$ cat src/rtl/spi_dbuf_pkg.sv
package spi_dbuf_pkg;
  typedef enum logic {
    ROLE_SLAVE  = 1'b0,
    ROLE_MASTER = 1'b1
  } role_e;
endpackage

$ cat src/rtl/spi_dbuf_sync.sv
module spi_dbuf_sync #(
  parameter int STAGES = 2
) (
  input  logic clk_i,
  input  logic rst_ni,
  input  logic d_i,
  output logic q_o
);
  logic [STAGES-1:0] sync_q;

  always_ff @(posedge clk_i or negedge rst_ni) begin
    if (!rst_ni) sync_q <= '0;
    else         sync_q <= {sync_q[STAGES-2:0], d_i};
  end

  assign q_o = sync_q[STAGES-1];
endmodule

$ cat src/rtl/spi_dbuf_txq.sv
module spi_dbuf_txq #(
  parameter int DATA_W = 8
) (
  input  logic              clk_i,
  input  logic              rst_ni,
  input  logic              wr_en_i,
  input  logic [DATA_W-1:0] wr_data_i,
  input  logic              load_i,
  output logic              hold_vld_o,
  output logic [DATA_W-1:0] hold_data_o
);
  logic              full_q;
  logic [DATA_W-1:0] hold_q;

  always_ff @(posedge clk_i or negedge rst_ni) begin
    if (!rst_ni) begin
      full_q <= 1'b0;
      hold_q <= '0;
    end else if (wr_en_i && !full_q) begin
      hold_q <= wr_data_i;
      full_q <= 1'b1;
    end else if (load_i) begin
      full_q <= 1'b0;
    end
  end

  assign hold_vld_o  = full_q;
  assign hold_data_o = hold_q;

  AST_WR_IGNORED: assert property (@(posedge clk_i) disable iff (!rst_ni)
    (full_q && wr_en_i) |=> (hold_q == $past(hold_q)));
  AST_LOAD_FROM_FULL: assert property (@(posedge clk_i) disable iff (!rst_ni)
    load_i |-> full_q);
endmodule

$ cat src/rtl/spi_dbuf_rxq.sv
module spi_dbuf_rxq #(
  parameter int DATA_W = 8
) (
  input  logic              clk_i,
  input  logic              rst_ni,
  input  logic              push_i,
  input  logic [DATA_W-1:0] push_data_i,
  input  logic              status_rd_i,
  input  logic              data_rd_i,
  output logic [DATA_W-1:0] rx_data_o,
  output logic              full_o
);
  logic [DATA_W-1:0] rx_q;
  logic              full_q;
  logic              armed_q;

  always_ff @(posedge clk_i or negedge rst_ni) begin
    if (!rst_ni) begin
      rx_q    <= '0;
      full_q  <= 1'b0;
      armed_q <= 1'b0;
    end else if (push_i) begin
      rx_q    <= push_data_i;
      full_q  <= 1'b1;
      armed_q <= 1'b0;
    end else if (data_rd_i && armed_q) begin
      full_q  <= 1'b0;
      armed_q <= 1'b0;
    end else if (status_rd_i && full_q) begin
      armed_q <= 1'b1;
    end
  end

  assign rx_data_o = rx_q;
  assign full_o    = full_q;

  AST_RXF_CLEAR_SEQ: assert property (@(posedge clk_i) disable iff (!rst_ni)
    $fell(full_q) |-> $past(armed_q && data_rd_i));
  AST_RXF_ON_PUSH: assert property (@(posedge clk_i) disable iff (!rst_ni)
    push_i |=> (full_q && rx_q == $past(push_data_i)));
endmodule

$ cat src/rtl/spi_dbuf_shifter.sv
module spi_dbuf_shifter
  import spi_dbuf_pkg::*;
#(
  parameter int DATA_W      = 8,
  parameter int CLK_DIV     = 2,
  parameter int SYNC_STAGES = 2
) (
  input  logic              clk_i,
  input  logic              rst_ni,
  input  logic              master_i,
  input  logic              hold_vld_i,
  input  logic [DATA_W-1:0] hold_data_i,
  output logic              load_o,
  output logic              push_o,
  output logic [DATA_W-1:0] push_data_o,
  output logic              sck_o,
  input  logic              sck_i,
  output logic              sdo_o,
  input  logic              sdi_i,
  output logic              busy_o
);
  localparam int CNT_W = $clog2(DATA_W);
  localparam int DIV_W = (CLK_DIV > 1) ? $clog2(CLK_DIV) : 1;
  localparam logic [CNT_W-1:0] LAST_BIT = CNT_W'(DATA_W - 1);
  localparam logic [DIV_W-1:0] DIV_LAST = DIV_W'(CLK_DIV - 1);

  role_e             role;
  logic              is_mst;
  logic [DATA_W-1:0] shreg_q;
  logic [DATA_W-1:0] shift_nxt;
  logic [CNT_W-1:0]  bit_q;
  logic [DIV_W-1:0]  div_q;
  logic              active_q, sck_q, sdo_q, sck_d_q, sck_s;
  logic              m_tick, s_rise, s_fall, rise_ev, fall_ev, frame_end;

  spi_dbuf_sync #(.STAGES(SYNC_STAGES)) u_sck_sync (
    .clk_i (clk_i),
    .rst_ni(rst_ni),
    .d_i   (sck_i),
    .q_o   (sck_s)
  );

  assign role      = role_e'(master_i);
  assign is_mst    = (role == ROLE_MASTER);
  assign m_tick    = active_q && (div_q == DIV_LAST);
  assign s_rise    = sck_s && !sck_d_q;
  assign s_fall    = !sck_s && sck_d_q;
  assign rise_ev   = is_mst ? (m_tick && !sck_q) : s_rise;
  assign fall_ev   = is_mst ? (m_tick && sck_q) : (s_fall && active_q);
  assign frame_end = fall_ev && (bit_q == LAST_BIT);
  assign load_o    = hold_vld_i && (!active_q || frame_end);
  assign shift_nxt = {shreg_q[DATA_W-2:0], sdi_i};

  always_ff @(posedge clk_i or negedge rst_ni) begin
    if (!rst_ni) begin
      shreg_q  <= '0;
      bit_q    <= '0;
      div_q    <= '0;
      active_q <= 1'b0;
      sck_q    <= 1'b0;
      sdo_q    <= 1'b0;
      sck_d_q  <= 1'b0;
    end else begin
      sck_d_q <= sck_s;
      if (rise_ev)
        sdo_q <= (load_o && !active_q) ? hold_data_i[DATA_W-1] : shreg_q[DATA_W-1];
      if (is_mst) begin
        if (active_q) begin
          div_q <= m_tick ? '0 : div_q + DIV_W'(1);
          if (m_tick) sck_q <= !sck_q;
        end else if (load_o) begin
          active_q <= 1'b1;
          div_q    <= '0;
          sck_q    <= 1'b0;
        end
      end else begin
        sck_q <= 1'b0;
        div_q <= '0;
        if (rise_ev && !active_q) active_q <= 1'b1;
      end
      if (fall_ev) begin
        if (frame_end) begin
          bit_q    <= '0;
          shreg_q  <= load_o ? hold_data_i : shift_nxt;
          active_q <= is_mst && load_o;  // master chains straight into the next frame
        end else begin
          bit_q   <= bit_q + CNT_W'(1);
          shreg_q <= shift_nxt;
        end
      end else if (load_o) begin
        shreg_q <= hold_data_i;
      end
    end
  end

  assign push_o      = frame_end;
  assign push_data_o = shift_nxt;
  assign sck_o       = sck_q;
  assign sdo_o       = sdo_q;
  assign busy_o      = active_q;

  AST_SCK_IDLE_LOW: assert property (@(posedge clk_i) disable iff (!rst_ni)
    (is_mst && !active_q) |-> !sck_q);
  AST_SLV_LOAD_DEFER: assert property (@(posedge clk_i) disable iff (!rst_ni)
    (!is_mst && active_q && load_o) |-> (s_fall && bit_q == LAST_BIT));
  AST_MST_CHAIN: assert property (@(posedge clk_i) disable iff (!rst_ni)
    (is_mst && frame_end && hold_vld_i) |=> (active_q && !sck_q && div_q == '0));
endmodule

$ cat src/rtl/spi_dbuf_engine.sv
module spi_dbuf_engine #(
  parameter int DATA_W      = 8,
  parameter int CLK_DIV     = 2,
  parameter int SYNC_STAGES = 2
) (
  input  logic              clk_i,
  input  logic              rst_ni,
  input  logic              master_i,
  input  logic              wr_en_i,
  input  logic [DATA_W-1:0] wr_data_i,
  input  logic              status_rd_i,
  input  logic              data_rd_i,
  output logic [DATA_W-1:0] rd_data_o,
  output logic              tx_empty_o,
  output logic              rx_full_o,
  output logic              sck_o,
  input  logic              sck_i,
  output logic              mosi_o,
  input  logic              mosi_i,
  output logic              miso_o,
  input  logic              miso_i
);
  logic              hold_vld, load, push, busy, sdo, sdi;
  logic [DATA_W-1:0] hold_data, push_data;

  assign sdi = master_i ? miso_i : mosi_i;

  spi_dbuf_txq #(.DATA_W(DATA_W)) u_txq (
    .clk_i      (clk_i),
    .rst_ni     (rst_ni),
    .wr_en_i    (wr_en_i),
    .wr_data_i  (wr_data_i),
    .load_i     (load),
    .hold_vld_o (hold_vld),
    .hold_data_o(hold_data)
  );

  spi_dbuf_shifter #(
    .DATA_W     (DATA_W),
    .CLK_DIV    (CLK_DIV),
    .SYNC_STAGES(SYNC_STAGES)
  ) u_shifter (
    .clk_i      (clk_i),
    .rst_ni     (rst_ni),
    .master_i   (master_i),
    .hold_vld_i (hold_vld),
    .hold_data_i(hold_data),
    .load_o     (load),
    .push_o     (push),
    .push_data_o(push_data),
    .sck_o      (sck_o),
    .sck_i      (sck_i),
    .sdo_o      (sdo),
    .sdi_i      (sdi),
    .busy_o     (busy)
  );

  spi_dbuf_rxq #(.DATA_W(DATA_W)) u_rxq (
    .clk_i      (clk_i),
    .rst_ni     (rst_ni),
    .push_i     (push),
    .push_data_i(push_data),
    .status_rd_i(status_rd_i),
    .data_rd_i  (data_rd_i),
    .rx_data_o  (rd_data_o),
    .full_o     (rx_full_o)
  );

  assign tx_empty_o = !hold_vld;
  assign mosi_o     = master_i ? sdo : 1'b0;
  assign miso_o     = master_i ? 1'b0 : sdo;

  AST_IDLE_TAKES_HOLD: assert property (@(posedge clk_i) disable iff (!rst_ni)
    (hold_vld && !busy) |=> !hold_vld);
endmodule

$ cat config.mk
export PLATFORM = sky130hd
export DESIGN_NAME = spi_dbuf_engine
export DESIGN_NICKNAME = d
export VERILOG_FILES = /design/src/rtl/spi_dbuf_pkg.sv /design/src/rtl/spi_dbuf_sync.sv /design/src/rtl/spi_dbuf_txq.sv /design/src/rtl/spi_dbuf_rxq.sv /design/src/rtl/spi_dbuf_shifter.sv /design/src/rtl/spi_dbuf_engine.sv
export SDC_FILE = /design/constraint.sdc
export NUM_CORES = 1
export LEC_CHECK = 0
export BUFFER_PORTS_ARGS = -buffer_cell sky130_fd_sc_hd__buf_2
export CAP_MARGIN = 25
export CORE_AREA = 2 2 67 69
export DETAILED_ROUTE_END_ITERATION = 7
export DIE_AREA = 0 0 69 71
export MAX_ROUTING_LAYER = met4
export SYNTH_ARGS = -nofsm -noshare
export SYNTH_HDL_FRONTEND = slang
export SYNTH_SLANG_ARGS = --single-unit
$ cat constraint.sdc
create_clock -name clk_i -period 1.55 [get_ports clk_i]
set_input_delay 0.0775 -clock clk_i [delete_from_list [all_inputs] [get_ports clk_i]]
set_output_delay 0.0775 -clock clk_i [all_outputs]
set_load 0.005 [all_outputs]
### Yosys cells after proc, flatten, opt, wreduce, memory -nomap -nowiden

Cells that the tools add are included.

| word-level totals | value |
|---|---|
| input bits | 17 |
| logic and storage cells | 73 |
| register bits after elaboration | 37 |
| output and inout bits | 13 |

| cells by class | value |
|---|---|
| reduce and logical (&&, ||, !) cells | 25 |
| $add $sub $neg | 2 |
| muxes and demuxes | 30 |
| equal/unequal tests | 3 |

Operator list:

| kind | count |
|---|---|
| $mux 8 | 4 |
| $mux 1 | 25 |
| $logic_and 1x1->1 | 14 |
| $reduce_bool 2->1 | 3 |
| $logic_not 1->1 | 5 |
| $add 3x1->3 const B | 1 |
| $eq 3x3->1 const B | 1 |
| $mux 3 | 1 |
| $ne 3x1->1 const B | 1 |
| $ne 3x3->1 const B | 1 |
| $reduce_bool 3->1 | 1 |
| $reduce_and 2->1 | 1 |
| $add 1x1->1 const B | 1 |
| $logic_or 1x1->1 | 1 |

### Longest topological paths before layout

Gate-level depths: netlist of the first run.

| depth | value |
|---|---|
| depth in word-level cells | 12 |
| gate-level depth with buffers | 6 |
| depth with buffers taken out | 5 |

### Cells and area by module

A second synthesis of the first run with hierarchy kept.

| second synthesis, totals | value |
|---|---|
| cell total of the unflattened synthesis | 136 |
| area total of the unflattened synthesis | 1,737.9 um^2 |

Modules (own cells, without submodules):

| module | cells an instance | sequential area each (um^2) | times used | area each (um^2) |
|---|---|---|---|---|
| spi_dbuf_shifter | 85 | 400.4 | 1 | 865.8 |
| spi_dbuf_rxq | 24 | 250.2 | 1 | 412.9 |
| spi_dbuf_txq | 21 | 225.2 | 1 | 374.1 |
| spi_dbuf_sync | 2 | 50.0 | 1 | 50.0 |
| spi_dbuf_engine | 4 | 0.0 | 1 | 35.0 |

### Worst setup path after synthesis of the first run

OpenSTA, ideal clock, no wires.

| timing path | value |
|---|---|
| kind | reg2reg |
| from | register u_shifter.active_q (netlist: u_shifter.busy_o) |
| to | register u_shifter.shreg_q[0] |
| data required time | 1.456 ns |
| slack | 0.035 ns |
| data arrival time | 1.421 ns |
| clock period less this slack | 1.515 ns |
| stages on the path, launching flop included | 6 |
| path buffers | 1 |
| setup time | 0.094 ns |
| cell sequence | dfrtp_1 buf_6 and4bb_4 or2_4 a31o_4 a221oi_2 |

| on the way | value |
|---|---|
| word-level cells in the longest chain between the ends | 9 |
| elaborated cells on any way between the ends | 12 |
| classes of those cells | 4 x mux; 8 x reduce/logical |

Ends and longest elaborated chain:

| what | RTL line | RTL |
|---|---|---|
| from (decl) | spi_dbuf_shifter.sv:33 | `logic active_q, sck_q, sdo_q, sck_d_q, sck_s;` |
| from (signal assigned) | spi_dbuf_shifter.sv:85 | `active_q <= is_mst && load_o;` |
| $logic_and 1x1->1 | spi_dbuf_shifter.sv:45 | `assign m_tick = active_q && (div_q == DIV_LAST);` |
| $logic_and 1x1->1 | spi_dbuf_shifter.sv:49 | `assign fall_ev = is_mst ? (m_tick && sck_q) : (s_fall && active_q);` |
| $mux 1 | spi_dbuf_shifter.sv:49 |  |
| $logic_and 1x1->1 | spi_dbuf_shifter.sv:50 | `assign frame_end = fall_ev && (bit_q == LAST_BIT);` |
| $logic_or 1x1->1 | spi_dbuf_shifter.sv:51 | `assign load_o = hold_vld_i && (!active_q \|\| frame_end);` |
| $logic_and 1x1->1 | spi_dbuf_shifter.sv:51 |  |
| $mux 8 | spi_dbuf_shifter.sv:84 | `shreg_q <= load_o ? hold_data_i : shift_nxt;` |
| $mux 8 | spi_dbuf_shifter.sv:82 | `if (frame_end) begin` |
| $mux 8 | spi_dbuf_shifter.sv:81 | `if (fall_ev) begin` |
| to (signal assigned) | spi_dbuf_shifter.sv:84 |  |
| to (signal assigned) | spi_dbuf_shifter.sv:88 | `shreg_q <= shift_nxt;` |
| to (signal assigned) | spi_dbuf_shifter.sv:91 | `shreg_q <= hold_data_i;` |
| to (decl) | spi_dbuf_shifter.sv:29 | `logic [DATA_W-1:0] shreg_q;` |

Several ways; a longest one is shown, not always the timed one.
A chain may end at the register's enable or synchronous reset.

### Worst setup path after layout of the first run

Ends and elaborated chain as after synthesis.

==> results.yml, run 1 <==
placement:
  postPlaceCellArea_sq_um: 1850
  port_buffers: 29
  gp_congestion: 0.803
  post-dp-hpwl_um: 2400
  dp_slack_ps: 10.5
drt:
  firstDrtPassIters: 4
  wl_um: 3450
  drt.antenna.violating_nets: 0
  dr_total_vias: 1238
  viasPerCell: 4.87
  wl_per_cell_um: 13.6
  drt_iter0_drc: 52
  drt_drc_violations_left: 0
worst_setup_path:
  crit_buf_inv: 0
  crit_chain: "and4bb_4 -> or2_4 -> a31o_4 -> a221oi_2"
  rrSetupSlack_ps: 60
  crit_type: "register to register"
  slowest_delay_ps: 400
  crit_family: "compound AO/OA/AOI/OAI gates"
  slowest_stage: "dfrtp_1"
  cp_max_fo: 8
  r2r.worst_path.cells: 4
  startpoint_type: "register"
  cp-end-kind: "register"
  r2r_end: "u_shifter.shreg_q[0]"
  critPathArrivalTime_ps: 1700
  crit-reg2reg-launch: "u_shifter.busy_o"
  crit_required_ps: 1760
yosys:
  ys_async_sr_fraction: 1.00
  avgSynthCellArea_sq_um: 10.4
  synth-compound-area-share: 0.151
  synthFlopType: "dfrtp_1"
  synth.net_count: 172
  ys_types: 32
  yosys.area_share.adder: 0.0157
  yosysWarnings: 0
  synth_top_family_by_area: "simple AND/OR/NAND/NOR gates"
  yosys.area_share.simple: 0.153
  ys_top_cells_by_area: "dfrtp_1 58%, nand2_1 6.6%, o21ai_0 5.6%, inv_1 4.0%, a221oi_1 3.8%"
  ys_ff_latch: 37
  yosysMostFrequentCell: "dfrtp_1"
  synth_top_area_share: 0.580
  synth_common_cells: "37 x dfrtp_1, 28 x nand2_1, 18 x o21ai_0"
  synthMuxAreaShare: 0.0259
  yosys.area.top_type: "dfrtp_1"
  synth_edf_count: 0
  netlist_area_sq_um: 1600
  syn_inst: 153
  ys_seq_area_frac: 0.580
  synthXorXnorAreaFrac: 0.00549
pwr:
  combPwrFrac: 0.281
  switchingPower_mw: 1.03
  finalPower_mw: 3.24
  p_clk_frac: 0.263
  p_per_area_nw_per_um2: 1530
  power_leakage_nw: 1.03
  switching_share: 0.319
  p_int_mw: 2.20
  pwr-share-seq: 0.456
  ir_drop_mv: 0.888
timing:
  period_share: 0.962
  period_minus_slack_ps: 1490
  max_slew_margin: 0.685
  hold_viol: 0
  clock-skew-final_ps: 4.60
  worst_slack_ps: 59.2
  final-max-slew-violation-count: 0
  rsz0062_at_grt: "false"
  worstMarginPinSlew_ps: 472
  setup_viol: 0
  fmax_mhz: 671
  tns_ps: 0
flow_run:
  maxCapViolCount: 0
grt:
  antenna_found_initial: 0
  grt-ovfl-total: 0
  grt_usage: 0.162
  grt_pass1_wl_um: 6060
  first_global_vias: 1300
  grt_max_degree: 38
worst_hold_path:
  min_path_cells: 3
  hp-class: "input port to register"
  worstHoldStart: "wr_data_i[6]"
  hold_end: "u_txq.hold_data_o[6]"
final_layout:
  diodes: 0
  layout-drive-gt1-share: 0.322
  fill_cells: 398
  syn_to_final_growth_pct: 32.5
  final_util: 0.503
  final_area_sq_um: 2110
  num-nets-final: 220
floorplan:
  die_area_sq_um: 4900
  ioPinCount: 30
  coreArea_sq_um: 4200
  initial_core_util: 0.379
  die_height_um: 71
  core.rowCount: 24
  die_width_um: 69
clock_tree:
  h-tree-depth: 2
  postCtsSetupRepairBufs: 0
  clock_path_buffers: 2
  cts_tree: "yes"
  numCtsBuffers: 5
  path_clk_slew_ps: 80
  clock_latency_ps: 300
  cts_sinks: 37
  clockRootBuffer: "clkbuf_8"
run_status:
  status: "finished, final reports clean"
-- cells by family after synthesis --
family / Yosys count
adder cells (fa/ha/maj): 2
flip-flops: 37
XOR/XNOR: 1
AO/OA/AOI/OAI: 35
AND/OR/NAND/NOR: 50
multiplexers: 4
buffers and inverters: 24
-- cells in the final DEF, fill, tap and decap left out, types with 2 or more instances in the layout --
cell type / instances
dfrtp_1: 37
buf_2: 29
nor2_1: 2
clkbuf_8: 5
a221oi_2: 7
nor2b_1: 3
nor2_2: 2
dlygate4sd3_1: 9
buf_4: 9
nor3_1: 9
nand2_1: 28
a21oi_1: 2
inv_1: 17
mux2i_1: 3
o21ai_0: 18
-- what timing repair did --
action | in CTS | in global routing
hold buffers | 9 | 0
endpoints found under the hold margin | 45 | 0
endpoints found under the setup margin | 8 | 8
gates resized for setup | 1 | 9
pin swaps | 0 | 3
-- stage by stage --
| step | hold slack (ps) | std cells |
|---|---|---|
| final | 5.36 | 254 |
| after global routing | 32.2 | 254 |
| after CTS | 0.543 | 254 |
| after detailed placement | 154 | 237 |
| after global placement | 140 | 237 |
| after floorplan | -218 | 153 |
-- worst max-delay path by stage --
stage,from,to,slack [ps],cells after the start
3_5_place_dp,u_shifter.bit_q[0],u_shifter.shreg_q[5],10,4
6_report,u_shifter.busy_o,u_shifter.shreg_q[0],60,4
4_1_cts,u_shifter.bit_q[0],u_shifter.shreg_q[1],10,4
5_1_grt,u_shifter.bit_q[0],u_shifter.shreg_q[0],5,4
2_1_floorplan,u_shifter.busy_o,u_shifter.shreg_q[0],40,5
3_3_place_gp,u_shifter.bit_q[0],u_shifter.shreg_q[1],60,4
-- sequential cells by signal, indices dropped and copies added (netlist names) --
register,count
u_rxq.armed_q,1
u_rxq.full_o,1
u_rxq.rx_data_o,8
u_shifter.bit_q,3
u_shifter.busy_o,1
u_shifter.div_q,1
u_shifter.sck_d_q,1
u_shifter.sck_o,1
u_shifter.sdo_o,1
u_shifter.shreg_q,8
u_shifter.u_sck_sync.sync_q,2
u_txq.hold_data_o,8
u_txq.hold_vld_o,1
-- power groups by stage --
stage / Clock (mW) / Combinational [mW] / Sequential (mW)
6_report: 0.852 / 0.908 / 1.48
5_1_grt: 0.915 / 1.04 / 1.52
4_1_cts: 0.866 / 0.834 / 1.47
3_5_place_dp: 0 / 0.803 / 1.49
3_3_place_gp: 0 / 0.762 / 1.47
2_1_floorplan: 0 / 0.501 / 1.46
-- worst register-to-register path, delay by kind of cell, from the launching register on --
family	cells	cell delay, ps
AOI/OAI and AO/OA	2	540
and+or+nand+nor	2	460
DFF	1	400
-- layer usage --
metal  wire [um]  vias up  GRT usage
met5           0        -          -
met4          51        0     0.0719
met3         141        7     0.0413
met2        1680       25      0.254
met1        1590      596      0.198
li1            -      610          -
-- cell type report --
class,instances,area (sq um),share of cell area
flip-flops and latches,37,926,0.438
multi-input cells,92,621,0.294
repair buffers,48,323,0.153
clock buffers,5,68.8,0.0326
well taps,52,65.1,0.0308
inverters,17,63.8,0.0302
clock inverters,3,46.3,0.0219
No activity file was read; power rests on OpenSTA's default activity.
==> run 2: changes to the inputs <==
- CAP_MARGIN: 25 -> 30
- clock period: 1.55 -> 1.5 ns (I/O delays scaled with it)
==> run 2 against run 1 <==
Net effect: non-clock buffer count increased by 5; register-to-register slack got worse by 50 ps; design area up 1.9%.
==> results.yml, run 2 (same netlist as run 1, synthesis figures left out) <==
run_status:
  status: "finished, final reports clean"
timing:
  max_slew_margin: 0.716
  hold_viol: 0
  period_share: 0.996
  tns_ps: 0
  period_minus_slack_ps: 1490
  final-max-slew-violation-count: 0
  worst_slack_ps: 6.02
  clock-skew-final_ps: 4.82
  setup_viol: 0
  rsz0062_at_grt: "true"
  worstMarginPinSlew_ps: 427
  fmax_mhz: 669
pwr:
  power_leakage_nw: 1.07
  ir_drop_mv: 0.683
  p_per_area_nw_per_um2: 1560
worst_setup_path:
  crit_type: "register to register"
  crit_required_ps: 1700
  crit_path_start: "u_shifter.div_q"
  critPathArrivalTime_ps: 1690
  slowest_delay_ps: 390
  startpoint_type: "register"
  cp-end-kind: "register"
  crit_chain: "and4_4 -> or2_4 -> a31o_4 -> a221oi_2"
  slowest_stage: "dfrtp_1"
  cp_max_fo: 8
  rrSetupSlack_ps: 6
  crit-reg2reg-launch: "u_shifter.div_q"
placement:
  port_buffers: 29
  postPlaceCellArea_sq_um: 1880
  post-dp-hpwl_um: 2440
  dp_slack_ps: -46.4
  gp_congestion: 0.813
  placed_cells: 240
final_layout:
  num-nets-final: 225
  mostFrequentLayoutCells: "37 x dfrtp_1, 29 x buf_2, 28 x nand2_1"
  diodes: 0
  final_common_cell: "dfrtp_1"
  syn_to_final_growth_pct: 35.0
  final_area_sq_um: 2150
  stdcell_count: 259
  final_util: 0.512
  layout-drive-gt1-share: 0.343
grt:
  grt-ovfl-total: 0
  grt_usage: 0.151
  grt_max_degree: 22
  antenna_found_initial: 0
  first_global_vias: 1244
  grt_pass1_wl_um: 5680
floorplan:
  initial_core_util: 0.379
  die_width_um: 69
  die_height_um: 71
  ioPinCount: 30
  core.rowCount: 24
  coreArea_sq_um: 4200
  die_area_sq_um: 4900
drt:
  drt_iter0_drc: 49
  wl_um: 3400
  firstDrtPassIters: 4
  drt.antenna.violating_nets: 0
  viasPerCell: 4.92
  drt_drc_violations_left: 0
  wl_per_cell_um: 13.1
  dr_total_vias: 1274
worst_hold_path:
  hp-class: "input port to register"
  worstHoldStart: "wr_data_i[6]"
clock_tree:
  clock_latency_ps: 290
  h-tree-depth: 2
  cts_tree: "yes"
  path_clk_slew_ps: 70
  numCtsBuffers: 5
  cts_sinks: 37
  clockRootBuffer: "clkbuf_8"
  clock_path_buffers: 2
flow_run:
  maxCapViolCount: 0
[run 2: cell count changes in the layout (fill, tap and decap cells not counted), sizes merged]
cell         delta
clkinv          -1
dlygate4sd3     -1
buf             +6
clkbuf          +2
clkinvlp        -1
[run 2: timing repair]
item                                   CTS  global route
hold buffers                             8             0
setup endpoints to repair                8             8
endpoints found under the hold margin   23             0
buffers inserted                         0             3
gates resized for setup                  2             7
pin swaps                                0             2
[run 2: report_power, final]
part / switching [mW] / total (mW) / internal, mW
clock network: 0.348 / 0.890 / 0.542
logic: 0.512 / 0.956 / 0.445
registers: 0.168 / 1.51 / 1.34
[run 2: area by class of cell]
cell class | instances | area [sq um]
sequential | 37 | 926
clock inverter | 1 | 30.0
clock buffer | 7 | 86.3
timing repair buffer | 53 | 370
multi-input combinational | 92 | 612
inverter | 17 | 63.8
fill | 382 | 2050
tap | 52 | 65.1
[run 2: worst paths after layout]
check,end,depth (start not counted)
setup / recovery,u_shifter.shreg_q[0],4
min in group asynchronous,u_shifter.bit_q[0],2
hold reg to reg,u_shifter.u_sck_sync.sync_q[1],0
max in group asynchronous,u_txq.hold_data_o[4],3
setup reg to reg,u_shifter.shreg_q[0],4
hold / removal,u_txq.hold_data_o[6],3
[run 2: per-stage QoR]
stage | hold slack, ps | power (mW)
6_report | 2.60 | 3.36
5_1_grt | 11.4 | 3.59
4_1_cts | 3.23 | 3.30
3_3_place_gp | 30.3 | 2.32
2_1_floorplan | -221 | 2.03
3_5_place_dp | 32.7 | 2.38
[run 2: critical path, delay by kind of cell (launching register included)]
kind	cells	cell delay, ps
flops	1	390
simple gates	2	480
compound gates	2	530
[run 2: routing by layer]
| layer | share of wire | track usage | vias to the layer above |
|---|---|---|---|
| li1 | - | - | 623 |
| met1 | 0.47 | 0.177 | 619 |
| met4 | 0.018 | 0.0719 | 0 |
| met5 | 0 | - | - |
| met2 | 0.48 | 0.247 | 25 |
| met3 | 0.036 | 0.0370 | 7 |
==> run 3: changes to the inputs <==
- RECOVER_POWER: default -> 100
==> run 3 against run 2 <==
Net effect: worst setup slack gained 2.2 ps; via count grew 0.24%; global-route usage is the same; first-iteration DRC count shrank 4.1%; wire length shrank 0.12%; sequential share of layout area grew 0.48 points; clock skew is essentially flat; die area is the same; design area shrank 1.1%; total power shrank 0.77%; hold slack is essentially flat; largest cell class unchanged.
==> results.yml, run 3 (same netlist as run 1, synthesis figures left out) <==
grt:
  grt-ovfl-total: 0
  grt_usage: 0.151
  grt_max_degree: 22
  first_global_vias: 1244
  antenna_found_initial: 0
  grt_pass1_wl_um: 5680
final_layout:
  stdcell_count: 259
  final_util: 0.507
  mostFrequentLayoutCells: "37 x dfrtp_1, 28 x nand2_1, 22 x buf_2"
  diodes: 0
  num-nets-final: 225
  syn_to_final_growth_pct: 33.5
  layout-drive-gt1-share: 0.295
  final_common_cell: "dfrtp_1"
  final_area_sq_um: 2130
drt:
  wl_met1_um: 1600
  wl_met3_um: 123
  firstDrtPassIters: 4
  viasPerCell: 4.93
  dr_total_vias: 1277
  drt_iter0_drc: 47
  drt.antenna.violating_nets: 0
  routed.top_layer: "met4"
  wl_um: 3400
  wl_per_cell_um: 13.1
  wl_met2_um: 1610
  drt_drc_violations_left: 0
pwr:
  ir_drop_mv: 0.683
  combPwrFrac: 0.279
  switching_share: 0.309
  finalPower_mw: 3.33
  power_leakage_nw: 1.03
  p_int_mw: 2.30
  p_per_area_nw_per_um2: 1560
  p_clk_frac: 0.267
  pwr-share-seq: 0.454
  switchingPower_mw: 1.03
floorplan:
  ioPinCount: 30
  die_area_sq_um: 4900
  initial_core_util: 0.379
  die_height_um: 71
  die_width_um: 69
  coreArea_sq_um: 4200
  core.rowCount: 24
timing:
  clock-skew-final_ps: 4.64
  period_share: 0.994
  timing.hold.ws_ps: 2.95
  rsz0062_at_grt: "true"
  max_slew_margin: 0.323
  period_minus_slack_ps: 1490
  fmax_mhz: 670
  worstMarginPinSlew_ps: 1020
  worst_slack_ps: 8.25
  tns_ps: 0
  hold_viol: 0
  setup_viol: 0
  final-max-slew-violation-count: 0
placement:
  port_buffers: 29
  gp_congestion: 0.813
  postPlaceCellArea_sq_um: 1880
  dp_slack_ps: -46.4
  placed_cells: 240
  post-dp-hpwl_um: 2440
worst_setup_path:
  startpoint_type: "register"
  rrSetupSlack_ps: 8
  r2r.worst_path.cells: 4
  slowest_delay_ps: 390
  cp-end-kind: "register"
  crit-reg2reg-launch: "u_shifter.div_q"
  crit_required_ps: 1700
  crit_type: "register to register"
  cp_max_fo: 8
  crit_chain: "and4_4 -> or2_4 -> a31o_4 -> a221oi_2"
  r2r_end: "u_shifter.shreg_q[0]"
  critPathArrivalTime_ps: 1690
  crit_family: "compound AO/OA/AOI/OAI gates"
  crit_buf_inv: 0
  slowest_stage: "dfrtp_1"
clock_tree:
  cts_tree: "yes"
  clockRootBuffer: "clkbuf_8"
  clock_path_buffers: 2
  h-tree-depth: 2
  cts_sinks: 37
  clock_latency_ps: 290
  path_clk_slew_ps: 70
  numCtsBuffers: 5
worst_hold_path:
  hold_end: "u_txq.hold_data_o[6]"
  hp-class: "input port to register"
  worstHoldStart: "wr_data_i[6]"
  min_path_cells: 3
run_status:
  status: "finished, final reports clean"
flow_run:
  maxCapViolCount: 0
## run 3: changes by cell type in the layout (fill, tap and decap cells not counted), sizes merged
cell    change
clkbuf     +12
buf        -12
## run 3: worst reg2reg max path: stages (launching register included)
cell and delay, ps:
dfrtp_1 390, and4_4 210, or2_4 270, a31o_4 280
a221oi_2 250
## run 3: cell type report
class                      count  area (sq um)
timing repair buffer          53           349
clock buffer                   7          86.3
fill                         392          2070
sequential                    37           926
clock inverter                 1          30.0
multi-input combinational     92           609
inverter                      17          63.8
tap                           52          65.1
## run 3: layer usage
layer / GRT usage / up-vias
met5: - / -
met4: 0.0719 / 0
met3: 0.0370 / 7
met2: 0.247 / 25
met1: 0.177 / 620
li1: - / 625
## run 3: power groups by stage
stage | clock network, mW | registers [mW] | logic (mW)
6_report | 0.890 | 1.51 | 0.930
5_1_grt | 0.954 | 1.56 | 1.05
4_1_cts | 0.907 | 1.51 | 0.885
3_5_place_dp | 0 | 1.52 | 0.852
3_3_place_gp | 0 | 1.51 | 0.816
2_1_floorplan | 0 | 1.51 | 0.518
## run 3: how the worst max path moves through the flow
stage | to | depth (start not counted) | startpoint
floorplan | u_shifter.shreg_q[0] | 5 | u_shifter.busy_o
finish | u_shifter.shreg_q[0] | 4 | u_shifter.div_q
global placement | u_shifter.shreg_q[0] | 4 | u_shifter.bit_q[0]
CTS | u_shifter.shreg_q[1] | 4 | u_shifter.busy_o
global route | u_shifter.shreg_q[0] | 4 | u_shifter.busy_o
detailed placement | u_shifter.shreg_q[2] | 4 | u_shifter.bit_q[0]
## run 3: what timing repair did
item,4_1_cts,5_1_grt
hold buffers,8,0
endpoints found under the hold margin,23,0
pin swaps,0,2
gates cloned,0,0
buffers inserted,0,3
setup endpoints to repair,8,8
gates resized for setup,2,7
